$ cat config.mk
export PLATFORM = sky130hd
export DESIGN_NAME = boot_redirect_decoder
export DESIGN_NICKNAME = d
export VERILOG_FILES = /design/src/rtl/boot_dec_pkg.sv /design/src/rtl/bdec_window.sv /design/src/rtl/bdec_jumper.sv /design/src/rtl/bdec_boot_fsm.sv /design/src/rtl/bdec_select.sv /design/src/rtl/bdec_amgen.sv /design/src/rtl/boot_redirect_decoder.sv
export SDC_FILE = /design/constraint.sdc
export NUM_CORES = 1
export LEC_CHECK = 0
export BUFFER_PORTS_ARGS = -buffer_cell sky130_fd_sc_hd__buf_2
export CAP_MARGIN = 20
export CORE_MARGIN = 3
export CORE_UTILIZATION = 36
export DETAILED_ROUTE_END_ITERATION = 8
export GPL_TIMING_DRIVEN = 0
export MAX_ROUTING_LAYER = met4
export PLACE_DENSITY = 0.8
export RECOVER_POWER = 25
export SYNTH_ARGS = -nofsm -noshare
export SYNTH_HDL_FRONTEND = slang
export SYNTH_SLANG_ARGS = --single-unit
$ cat constraint.sdc
create_clock -name clk -period 1.35 [get_ports clk]
set_input_delay 0 -clock clk [delete_from_list [all_inputs] [get_ports clk]]
set_output_delay 0 -clock clk [all_outputs]
set_load 0.05 [all_outputs]
$ cat src/rtl/boot_dec_pkg.sv
package boot_dec_pkg;

    localparam int NUM_DEV = 4;

    // device index doubles as chip-select bit position
    typedef enum logic [1:0] {
        DEV_RAM   = 2'd0,
        DEV_FLASH = 2'd1,
        DEV_ROM   = 2'd2,
        DEV_VME   = 2'd3
    } dev_e;

    // backplane address-modifier codes for 24-bit space
    localparam logic [5:0] AM_SUP_PROG  = 6'h3E;
    localparam logic [5:0] AM_SUP_DATA  = 6'h3D;
    localparam logic [5:0] AM_USER_PROG = 6'h3A;
    localparam logic [5:0] AM_USER_DATA = 6'h39;

    typedef struct packed {
        logic boot;      // boot state active
        logic as_prev;   // strobe level seen last clock
        logic hit;       // current access reached start device's own window
    } boot_st_t;

    localparam boot_st_t BOOT_ST_RESET = '{boot: 1'b1, as_prev: 1'b1, hit: 1'b0};

endpackage

$ cat src/rtl/bdec_window.sv
module bdec_window #(
    parameter int               AW   = 24,
    parameter int               LG   = 20,
    parameter logic [AW-1:0]    BASE = '0
) (
    input  logic [AW-LG-1:0] addr_hi,
    output logic             hit
);
    localparam logic [AW-LG-1:0] BASE_HI = BASE[AW-1:LG];

    always_comb begin
        hit = (addr_hi == BASE_HI);
    end
endmodule

$ cat src/rtl/bdec_jumper.sv
module bdec_jumper
    import boot_dec_pkg::*;
(
    input  logic [1:0] jmp,
    output dev_e       start_dev
);
    always_comb begin
        unique case (jmp)
            2'b01:   start_dev = DEV_ROM;
            2'b10:   start_dev = DEV_VME;
            default: start_dev = DEV_FLASH;
        endcase
    end
endmodule

$ cat src/rtl/bdec_boot_fsm.sv
module bdec_boot_fsm
    import boot_dec_pkg::*;
(
    input  logic               clk,
    input  logic               rst_n,
    input  logic               strobe_n,
    input  logic               mem_ok,
    input  logic [NUM_DEV-1:0] win_hit,
    input  dev_e               start_dev,
    output logic               boot_active
);
    boot_st_t st_q, st_d;
    logic     own_hit;

    always_comb begin
        own_hit = mem_ok && win_hit[start_dev];
        st_d         = st_q;
        st_d.as_prev = strobe_n;
        if (!strobe_n) begin
            st_d.hit = st_q.hit | (st_q.boot & own_hit);
        end else begin
            if (!st_q.as_prev && st_q.hit) begin
                st_d.boot = 1'b0;
            end
            st_d.hit = 1'b0;
        end
    end

    always_ff @(posedge clk) begin
        if (!rst_n) begin
            st_q <= BOOT_ST_RESET;
        end else begin
            st_q <= st_d;
        end
    end

    assign boot_active = st_q.boot;
endmodule

$ cat src/rtl/bdec_select.sv
module bdec_select
    import boot_dec_pkg::*;
(
    input  logic [NUM_DEV-1:0] win_hit,
    input  logic               low_hit,
    input  logic               boot_active,
    input  logic               strobe_n,
    input  logic               mem_ok,
    input  dev_e               start_dev,
    output logic [NUM_DEV-1:0] cs
);
    logic found;

    always_comb begin
        cs    = '0;
        found = 1'b0;
        if (!strobe_n && mem_ok) begin
            if (boot_active && low_hit) begin
                cs[start_dev] = 1'b1;
            end else begin
                for (int i = 0; i < NUM_DEV; i++) begin
                    if (win_hit[i] && !found) begin
                        cs[i] = 1'b1;
                        found = 1'b1;
                    end
                end
            end
        end
    end
endmodule

$ cat src/rtl/bdec_amgen.sv
module bdec_amgen
    import boot_dec_pkg::*;
(
    input  logic       vme_sel,
    input  logic [2:0] fc,
    input  logic [1:0] size,
    output logic [5:0] am,
    output logic       split
);
    always_comb begin
        am = 6'h00;
        if (vme_sel) begin
            unique case (fc[2:1])
                2'b11:   am = AM_SUP_PROG;
                2'b10:   am = AM_SUP_DATA;
                2'b01:   am = AM_USER_PROG;
                default: am = AM_USER_DATA;
            endcase
        end
        split = vme_sel && (size == 2'b00 || size == 2'b11);
    end
endmodule

$ cat src/rtl/boot_redirect_decoder.sv
module boot_redirect_decoder
    import boot_dec_pkg::*;
#(
    parameter int                ADDR_W     = 24,
    parameter int                BOOT_LG    = 20,
    parameter logic [ADDR_W-1:0] RAM_BASE   = 24'h000000,
    parameter int                RAM_LG     = 22,
    parameter logic [ADDR_W-1:0] FLASH_BASE = 24'h800000,
    parameter int                FLASH_LG   = 21,
    parameter logic [ADDR_W-1:0] ROM_BASE   = 24'hA00000,
    parameter int                ROM_LG     = 20,
    parameter logic [ADDR_W-1:0] VME_BASE   = 24'hC00000,
    parameter int                VME_LG     = 22
) (
    input  logic              clk,
    input  logic              rst_n,
    input  logic [ADDR_W-1:0] cpu_addr,
    input  logic              cpu_as_n,
    input  logic [2:0]        cpu_fc,
    input  logic [1:0]        cpu_size,
    input  logic [1:0]        boot_jmp,
    output logic              cs_ram,
    output logic              cs_flash,
    output logic              cs_rom,
    output logic              cs_vme,
    output logic [ADDR_W-1:0] vme_addr,
    output logic [5:0]        vme_am,
    output logic              vme_split
);
    localparam logic [ADDR_W-1:0] WBASE [NUM_DEV] = '{RAM_BASE, FLASH_BASE, ROM_BASE, VME_BASE};
    localparam int                WLG   [NUM_DEV] = '{RAM_LG, FLASH_LG, ROM_LG, VME_LG};

    logic [NUM_DEV-1:0] win_hit;
    logic [NUM_DEV-1:0] cs;
    logic               low_hit;
    logic               mem_ok;
    logic               boot_active;
    dev_e               start_dev;

    // only program and data spaces are memory accesses
    assign mem_ok = cpu_fc[1] ^ cpu_fc[0];

    for (genvar g = 0; g < NUM_DEV; g++) begin : g_win
        bdec_window #(
            .AW   (ADDR_W),
            .LG   (WLG[g]),
            .BASE (WBASE[g])
        ) u_win (
            .addr_hi (cpu_addr[ADDR_W-1:WLG[g]]),
            .hit     (win_hit[g])
        );
    end

    bdec_window #(
        .AW   (ADDR_W),
        .LG   (BOOT_LG),
        .BASE ('0)
    ) u_low (
        .addr_hi (cpu_addr[ADDR_W-1:BOOT_LG]),
        .hit     (low_hit)
    );

    bdec_jumper u_jmp (
        .jmp       (boot_jmp),
        .start_dev (start_dev)
    );

    bdec_boot_fsm u_fsm (
        .clk         (clk),
        .rst_n       (rst_n),
        .strobe_n    (cpu_as_n),
        .mem_ok      (mem_ok),
        .win_hit     (win_hit),
        .start_dev   (start_dev),
        .boot_active (boot_active)
    );

    bdec_select u_sel (
        .win_hit     (win_hit),
        .low_hit     (low_hit),
        .boot_active (boot_active),
        .strobe_n    (cpu_as_n),
        .mem_ok      (mem_ok),
        .start_dev   (start_dev),
        .cs          (cs)
    );

    bdec_amgen u_am (
        .vme_sel (cs[DEV_VME]),
        .fc      (cpu_fc),
        .size    (cpu_size),
        .am      (vme_am),
        .split   (vme_split)
    );

    assign cs_ram   = cs[DEV_RAM];
    assign cs_flash = cs[DEV_FLASH];
    assign cs_rom   = cs[DEV_ROM];
    assign cs_vme   = cs[DEV_VME];
    assign vme_addr = cs[DEV_VME] ? {{(ADDR_W-VME_LG){1'b0}}, cpu_addr[VME_LG-1:0]} : '0;
endmodule

==> flow_summary.yaml, run 1 <==
clock_tree:
  clk_pin_slew_ps: 30
  cts_htree_levels: 1
  cts_sinks: 3
  root_buffer: "clkbuf_4"
  cts-buffers-inserted: 3
  cts_tree: "done"
  cts.path.max_buffers: 2
  clock_latency_ps: 230
sta:
  rsz0062_at_grt: "yes"
  max_freq_mhz: 654
  setup_viol: 31
  min_period_over_period_pct: 113
  clock_skew_ps: 0.0804
  period_minus_slack_ps: 1530
  final-max-slew-violation-count: 0
  hold_viol: 0
  worst_slack_ps: -179
power:
  pwr-share-seq_pct: 12.9
  power_leakage_uw: 0.000756
  swShare_pct: 44.3
  ir_worst_vdd_uv: 575
  total_power_uw: 707
  power_density_nw_per_um2: 447
  switchingPower_uw: 313
  power_frac_comb_pct: 65.7
  power.internal_uw: 393
  clock_power_share_pct: 21.4
yosys:
  synthCells: 73
  netlist_area_um2: 702
  ys_types: 28
  synth_area_leaders: "nor3b_2, dfxtp_1, nor3b_1"
  synth.avg_cell_area_um2: 9.62
  yosysTopAreaCellShare_pct: 28.5
  ys_ff_latch: 3
  yosysWarnings: 0
  yosysSeqAreaShare_pct: 8.56
  yosysTopAreaCell: "nor3b_2"
floorplan:
  start_util_pct: 39.4
  core_um2: 1780
  dieHeight_um: 50.2
  io_pins: 69
  rows: 15
  die_w_um: 50.2
  die_area_um2: 2520
run_status:
  status: "finished, violations left"
  violations: "negative setup slack"
global_route:
  grt_overflow_total: 0
  grt_use_total_pct: 24.1
  grt_max_degree: 12
  grt_pass1_wl_mm: 4.54
  first_global_vias: 909
  antenna_found_initial: 0
final_layout:
  drive_above_1_share_pct: 80.8
  multi_input_area_um2: 722
  syn_to_final_growth_pct: 125
  diodes: 0
  mostFrequentLayoutCell: "buf_2"
  nets: 188
  seqCellArea_um2: 63.8
  utilization_pct: 88.6
  fill_cells: 71
  final_cell_mix: "buf_2, buf_6, nor3b_4"
worst_setup_path:
  end_kind: "primary output"
  criticalPathCategory: "flip-flop to primary output"
  cp_max_fo: 10
  critPathArrivalTime_ps: 1530
  startpoint_type: "flip-flop"
  crit_required_ps: 1350
drt:
  drc: 0
  wire_per_inst_um: 18.3
  vias: 916
  routed_wl_mm: 3.23
  drtIter0Drc: 18
  drtAntennaViolNets: 0
  dr.pass1.iters: 4
  vias_per_cell: 5.20
place:
  io_buffers: 65
  gp_congestion: 0.669
  hpwlAfterDp_mm: 1.74
  dp_slack_ps: -101
worst_hold_path:
  hp-class: "input port to flip-flop"
flow_run:
  maxCapViolCount: 0
[state kept, by name (all words and copies together) (netlist names)]
| register | count |
|---|---|
| u_fsm.st_q | 2 |
| u_fsm.boot_active | 1 |
[power by group through the flow]
stage | Sequential [uW] | Clock [uW] | Combinational, uW
final | 90.9 | 151 | 464
after global placement | 93.9 | 0 | 352
after detailed placement | 94.2 | 0 | 358
after global routing | 91.2 | 162 | 485
after CTS | 90.9 | 159 | 437
after floorplan | 93.8 | 0 | 263
[cell type report]
cell class | instances | share of cell area (%)
multi-input combinational | 57 | 45.7
inverter | 4 | 0.951
buffer | 11 | 7.53
timing repair buffer | 72 | 38.1
sequential | 3 | 4.04
tap | 25 | 1.98
clock buffer | 4 | 1.66
[cell usage after synthesis]
cell	instances
a21oi_1	1
nor3b_1	7
nand2b_1	1
nor3b_2	16
nor2_1	1
buf_4	6
conb_1	1
nor3b_4	2
xor2_2	1
nor4_1	3
xor2_1	1
and3b_1	2
buf_6	4
a211oi_1	1
a31oi_1	1
nand2_1	2
a41oi_1	1
nand4b_1	1
nor2b_1	1
nor3_2	1
a22oi_4	1
dfxtp_1	3
nor4bb_1	4
nor3_1	2
buf_2	1
inv_1	4
ha_1	2
o21ai_0	2
[metal layers]
layer	part of all wire [%]	track usage, %
met2	56	44.8
met1	37	26.3
met3	6.9	4.15
met5	0	-
met4	0.56	5.53
[cell families (layout without fill, tap and decap cells)]
kind of cell / after synthesis / after routing / synth area share, %
AOI/OAI and AO/OA: 7 / 8 / 8.38
xor gates and xnor gates: 2 / 2 / 3.57
adders and majority gates: 2 / 2 / 3.56
buffers and inverters: 15 / 91 / 15.7
DFF: 3 / 3 / 8.56
other: 1 / 2 / 0.534
and+or+nand+nor: 43 / 43 / 59.7
[worst max-delay path, cell delays in order (launching register included)]
cell     delay (ps)
dfxtp_4         340
nor3b_4         230
a22oi_4         140
buf_12          190
nor3b_4         210
buf_6           190
[worst paths after layout]
path / startpoint / endpoint / slack, ps / cells after the start
max: u_fsm.boot_active / vme_addr[10] / -180 / 5
min: cpu_as_n / u_fsm.st_q[1] / 40 / 3
max reg2reg: u_fsm.boot_active / u_fsm.st_q[0] / 480 / 3
min reg2reg: u_fsm.st_q[1] / u_fsm.boot_active / 470 / 2
[timing repair]
item                                    in CTS  in global routing
setup buffers                                5                  0
gates cloned                                 2                  0
endpoints found under the setup margin      31                 32
hold endpoints to repair                     1                  0
gates resized for setup                     75                 11
hold buffers                                 1                  0
pin swaps                                   12                  2
[metrics by stage]
stage	cells	hold slack, ps	instance area, um^2	TNS (ps)
floorplan	74	61.9	807	-6930
global placement	164	180	1160	-790
detailed placement	164	181	1160	-1210
CTS	176	24.0	1530	-4170
global route	176	48.9	1580	-6610
finish	176	36.6	1580	-4240
(Power assumes the default switching activity.)
==> run 2: changes to the inputs <==
BUFFER_PORTS_ARGS = -buffer_cell sky130_fd_sc_hd__clkbuf_2   (was -buffer_cell sky130_fd_sc_hd__buf_2)
TNS_END_PERCENT = 10   (was not set)
==> run 2 against run 1 <==
The run still ends with negative setup slack left. Maximum frequency shrank 5.0%. Core utilization up 0.070 points. Clock power grew 3%. Worst setup slack lost 81 ps. Sequential power increased by 2%. Critical endpoint is now vme_am[2].
==> flow_summary.yaml, run 2 (synthesis gave the netlist of run 1 again) <==
run_status:
  status: "finished, violations left"
  violations: "negative setup slack"
power:
  ir_worst_vdd_uv: 495
  power_density_nw_per_um2: 447
  total_power_uw: 706
  power_leakage_uw: 0.000754
worst_setup_path:
  crit_chain: "nor3b_4 -> a22oi_4 -> clkbuf_16 -> nor3b_2 -> clkbuf_8"
  end_kind: "primary output"
  slowest_delay_ps: 320
  slowest_stage: "dfxtp_2"
  r2r_slack_ps: 510
  cp_max_fo: 5
  criticalPathCategory: "flip-flop to primary output"
  critPathArrivalTime_ps: 1610
  crit_required_ps: 1350
  crit_buf_inv: 2
  startpoint_type: "flip-flop"
  critical_path.top_delay_family: "simple AND/OR/NAND/NOR gates"
final_layout:
  drive_above_1_share_pct: 76.7
  fill_cells: 75
  nets: 187
  regMostFlops: "u_fsm.st_q"
  diodes: 0
  utilization_pct: 88.6
  syn_to_final_growth_pct: 125
  final_cell_mix: "clkbuf_2, buf_8, nor3b_2, clkbuf_8"
  final_area_um2: 1580
  seqCellArea_um2: 61.3
  mostFrequentLayoutCell: "clkbuf_2"
  largest_reg_flops: 2
  multi_input_area_um2: 648
place:
  io_buffers: 65
  gp_congestion: 0.796
  dp_slack_ps: -98.3
  hpwlAfterDp_mm: 1.75
  dpl_cell_area_um2: 1080
floorplan:
  die_area_um2: 2520
  start_util_pct: 39.4
  io_pins: 69
  die_w_um: 50.2
  rows: 15
  core_um2: 1780
  dieHeight_um: 50.2
clock_tree:
  cts.path.max_buffers: 2
  clk_pin_slew_ps: 30
  cts_htree_levels: 1
  root_buffer: "clkbuf_4"
  cts-buffers-inserted: 3
  cts_tree: "done"
  cts_sinks: 3
  clock_latency_ps: 230
drt:
  routed_wl_mm: 3.45
  drtAntennaViolNets: 0
  wire_per_inst_um: 19.7
  dr.pass1.iters: 4
  vias_per_cell: 5.20
  vias: 910
  drc: 0
  drtIter0Drc: 16
sta:
  setup_viol: 31
  hold_viol: 0
  clock_skew_ps: 2.11
  rsz0062_at_grt: "yes"
  final-max-slew-violation-count: 0
  whs_ps: 29.1
  min_period_over_period_pct: 119
  max_freq_mhz: 621
  worst_slack_ps: -260
  period_minus_slack_ps: 1610
global_route:
  grt_use_total_pct: 24.5
  antenna_found_initial: 0
  grt_pass1_wl_mm: 4.51
  grt_overflow_total: 0
  first_global_vias: 860
  grt_max_degree: 12
flow_run:
  maxCapViolCount: 0
worst_hold_path:
  hp-class: "input port to flip-flop"
==> run 2: cell types whose count changed in the layout (fill, tap and decap cells not counted), sizes merged <==
cell / before / now
clkbuf: 5 / 52
buf: 81 / 33
==> run 2: worst register-to-register path: cells and delay by family (launching register included) <==
kind / cells / cell delay [ps]
and+or+nand+nor: 1 / 150
DFF: 1 / 300
AOI/OAI and AO/OA: 2 / 260
==> run 2: metrics by stage <==
| stage | TNS, ps | cells |
|---|---|---|
| after CTS | -3960 | 174 |
| final | -5640 | 175 |
| after floorplan | -9170 | 74 |
| after global placement | -237 | 164 |
| after global routing | -8140 | 175 |
| after detailed placement | -828 | 164 |
==> run 2: repair_timing <==
| item | CTS | global route |
|---|---|---|
| setup endpoints to repair | 31 | 33 |
| endpoints found under the hold margin | 1 | 0 |
| cloned | 2 | 1 |
| pin swaps | 17 | 6 |
| hold buffers | 1 | 0 |
| setup buffers | 3 | 0 |
| gates resized for setup | 67 | 34 |
==> run 2: final timing paths <==
kind                                         from                 to  depth (start not counted)
worst min register to register      u_fsm.st_q[1]  u_fsm.boot_active                          2
worst max-delay path            u_fsm.boot_active          vme_am[2]                          5
worst min-delay path                     cpu_as_n      u_fsm.st_q[1]                          3
worst max register to register      u_fsm.st_q[0]      u_fsm.st_q[0]                          3
==> run 2: layout make-up <==
| type | instances | area share [%] |
|---|---|---|
| clock buffers | 4 | 1.66 |
| well taps | 25 | 1.98 |
| flip-flops and latches | 3 | 3.88 |
| repair buffers | 71 | 43.5 |
| multi-input cells | 57 | 41.0 |
| plain buffers | 11 | 6.97 |
| inverters | 4 | 0.950 |
==> run 2: layer usage <==
metal | GRT usage (%) | wire (um) | vias up
met4 | 8.29 | 27 | 0
met5 | - | 0 | -
met2 | 45.4 | 1830 | 56
met3 | 4.45 | 270 | 2
li1 | - | - | 422
met1 | 25.5 | 1330 | 430
==> run 2: power breakdown <==
group          switching, uW  internal, uW
clock                   44.8           111
combinational            262           195
sequential             0.867          91.9
total                    308           398
==> run 3: changes to the inputs <==
CORE_ASPECT_RATIO = 0.9   (was not set)
==> run 3 against run 2 <==
The flow still finishes with violations (negative setup slack). Core utilization up 1.3 points. Die area about the same. Highest routed layer unchanged. Worst hold slack better by 35 ps. Sequential power down 2%. Largest power group unchanged. Critical endpoint is now vme_addr[15].
==> flow_summary.yaml, run 3 (synthesis gave the netlist of run 1 again) <==
sta:
  clock_skew_ps: 6.51
  max_freq_mhz: 605
  min_period_over_period_pct: 122
  fin_tns_setup_ps: -8060
  setup_viol: 32
  worst_slack_ps: -303
  rsz0062_at_grt: "yes"
  hold_viol: 0
  period_minus_slack_ps: 1650
  final-max-slew-violation-count: 0
worst_setup_path:
  startpoint_type: "flip-flop"
  critPathArrivalTime_ps: 1650
  end_kind: "primary output"
  criticalPathCategory: "flip-flop to primary output"
  crit_buf_inv: 2
  cp_max_fo: 6
  slowest_delay_ps: 370
  crit_chain: "nor3b_4 -> a22oi_4 -> buf_16 -> nor3b_4 -> buf_8"
  cp.depth: 5
  crit_required_ps: 1350
  critical_path.top_delay_family: "simple AND/OR/NAND/NOR gates"
  slowest_stage: "dfxtp_4"
  cp_common_cell: "nor3b_4"
  rr_worst_depth: 3
worst_hold_path:
  hold_depth: 3
  hp-class: "input port to flip-flop"
clock_tree:
  root_buffer: "clkbuf_4"
  cts_htree_levels: 1
  clock_latency_ps: 240
  cts_tree: "done"
  cts-buffers-inserted: 3
  cts.path.max_buffers: 2
  clk_pin_slew_ps: 40
  cts_sinks: 3
run_status:
  status: "finished, violations left"
  violations: "negative setup slack"
global_route:
  grt_max_degree: 12
  grt_overflow_total: 0
  grt_use_total_pct: 26.4
  first_global_vias: 931
  grt_pass1_wl_mm: 4.57
  antenna_found_initial: 0
floorplan:
  io_pins: 69
  die_area_um2: 2520
  start_util_pct: 40.1
  die_w_um: 52.5
  core_um2: 1750
  dieHeight_um: 47.9
  rows: 14
power:
  ir_worst_vdd_uv: 551
  power_leakage_uw: 0.000730
  clock_power_share_pct: 23.5
  pwr-share-seq_pct: 13.0
  total_power_uw: 703
  swShare_pct: 44.1
  power_density_nw_per_um2: 446
  power.internal_uw: 393
  power_frac_comb_pct: 63.5
  switchingPower_uw: 310
flow_run:
  maxCapViolCount: 0
drt:
  vias: 942
  drtIter0Drc: 5
  routed_wl_mm: 3.51
  drc: 0
  dr.pass1.iters: 4
  drtAntennaViolNets: 0
  wire_per_inst_um: 20.2
  vias_per_cell: 5.41
place:
  io_buffers: 65
  gp_congestion: 0.764
  hpwlAfterDp_mm: 1.78
final_layout:
  regMostFlops: "u_fsm.st_q"
  nets: 187
  final_cell_mix: "clkbuf_2, clkbuf_8, nor3b_2"
  diodes: 0
  largest_reg_flops: 2
  syn_to_final_growth_pct: 124
  drive_above_1_share_pct: 78.7
  mostFrequentLayoutCell: "clkbuf_2"
==> run 3: timing repair <==
| action | 4_1_cts | 5_1_grt |
|---|---|---|
| endpoints found under the setup margin | 31 | 33 |
| pin swaps | 22 | 1 |
| hold endpoints to repair | 1 | 0 |
| buffers inserted | 2 | 1 |
| gates cloned | 3 | 0 |
| gates resized for setup | 73 | 23 |
| hold buffers | 1 | 0 |
==> run 3: through the flow <==
stage / instance area [um^2] / hold slack [ps] / util, % / setup WS, ps / std cells
2_1_floorplan: 728 / 61.9 / - / -575 / 74
4_1_cts: 1510 / 6.04 / 86.1 / -253 / 173
6_report: 1580 / 64.1 / 89.9 / -303 / 174
3_5_place_dp: 1080 / 180 / 61.9 / -133 / 163
5_1_grt: 1580 / 68.8 / 89.9 / -382 / 174
3_3_place_gp: 1080 / 168 / 61.9 / -97.0 / 163
==> run 3: power groups by stage <==
stage | Sequential, uW | Clock [uW] | Combinational (uW)
after floorplan | 93.8 | 0 | 235
after global placement | 94.0 | 0 | 324
after detailed placement | 94.1 | 0 | 330
after CTS | 90.8 | 171 | 408
after global routing | 91.4 | 186 | 467
final | 91.3 | 165 | 446
==> run 3: worst reg2reg max path, stage by stage, from the launching register on <==
cell and delay, ps:
dfxtp_1 320, and3b_1 190, a41oi_1 200, o21ai_0 180
==> run 3: worst paths after layout <==
check,start,end,slack [ps]
worst max-delay path,u_fsm.boot_active,vme_addr[15],-300
worst min-delay path,cpu_as_n,u_fsm.st_q[1],60
worst max register to register,u_fsm.st_q[0],u_fsm.st_q[0],300
worst min register to register,u_fsm.st_q[1],u_fsm.boot_active,490
==> run 3: layout make-up <==
class,count,area [um^2]
Clock buffer,4,26.3
Tap cell,24,30.0
Inverter,4,15.0
Multi-Input combinational cell,57,639
Sequential cell,3,63.8
Buffer,11,110
Timing Repair Buffer,71,691
Fill cell,89,176
==> run 3: per-layer routing <==
metal / up-vias / GRT usage [%] / share of wire (%)
li1: 423 / - / -
met1: 446 / 25.6 / 35
met2: 61 / 49.0 / 53
met3: 12 / 8.72 / 8.2
met4: 0 / 11.2 / 3.5
met5: - / - / 0
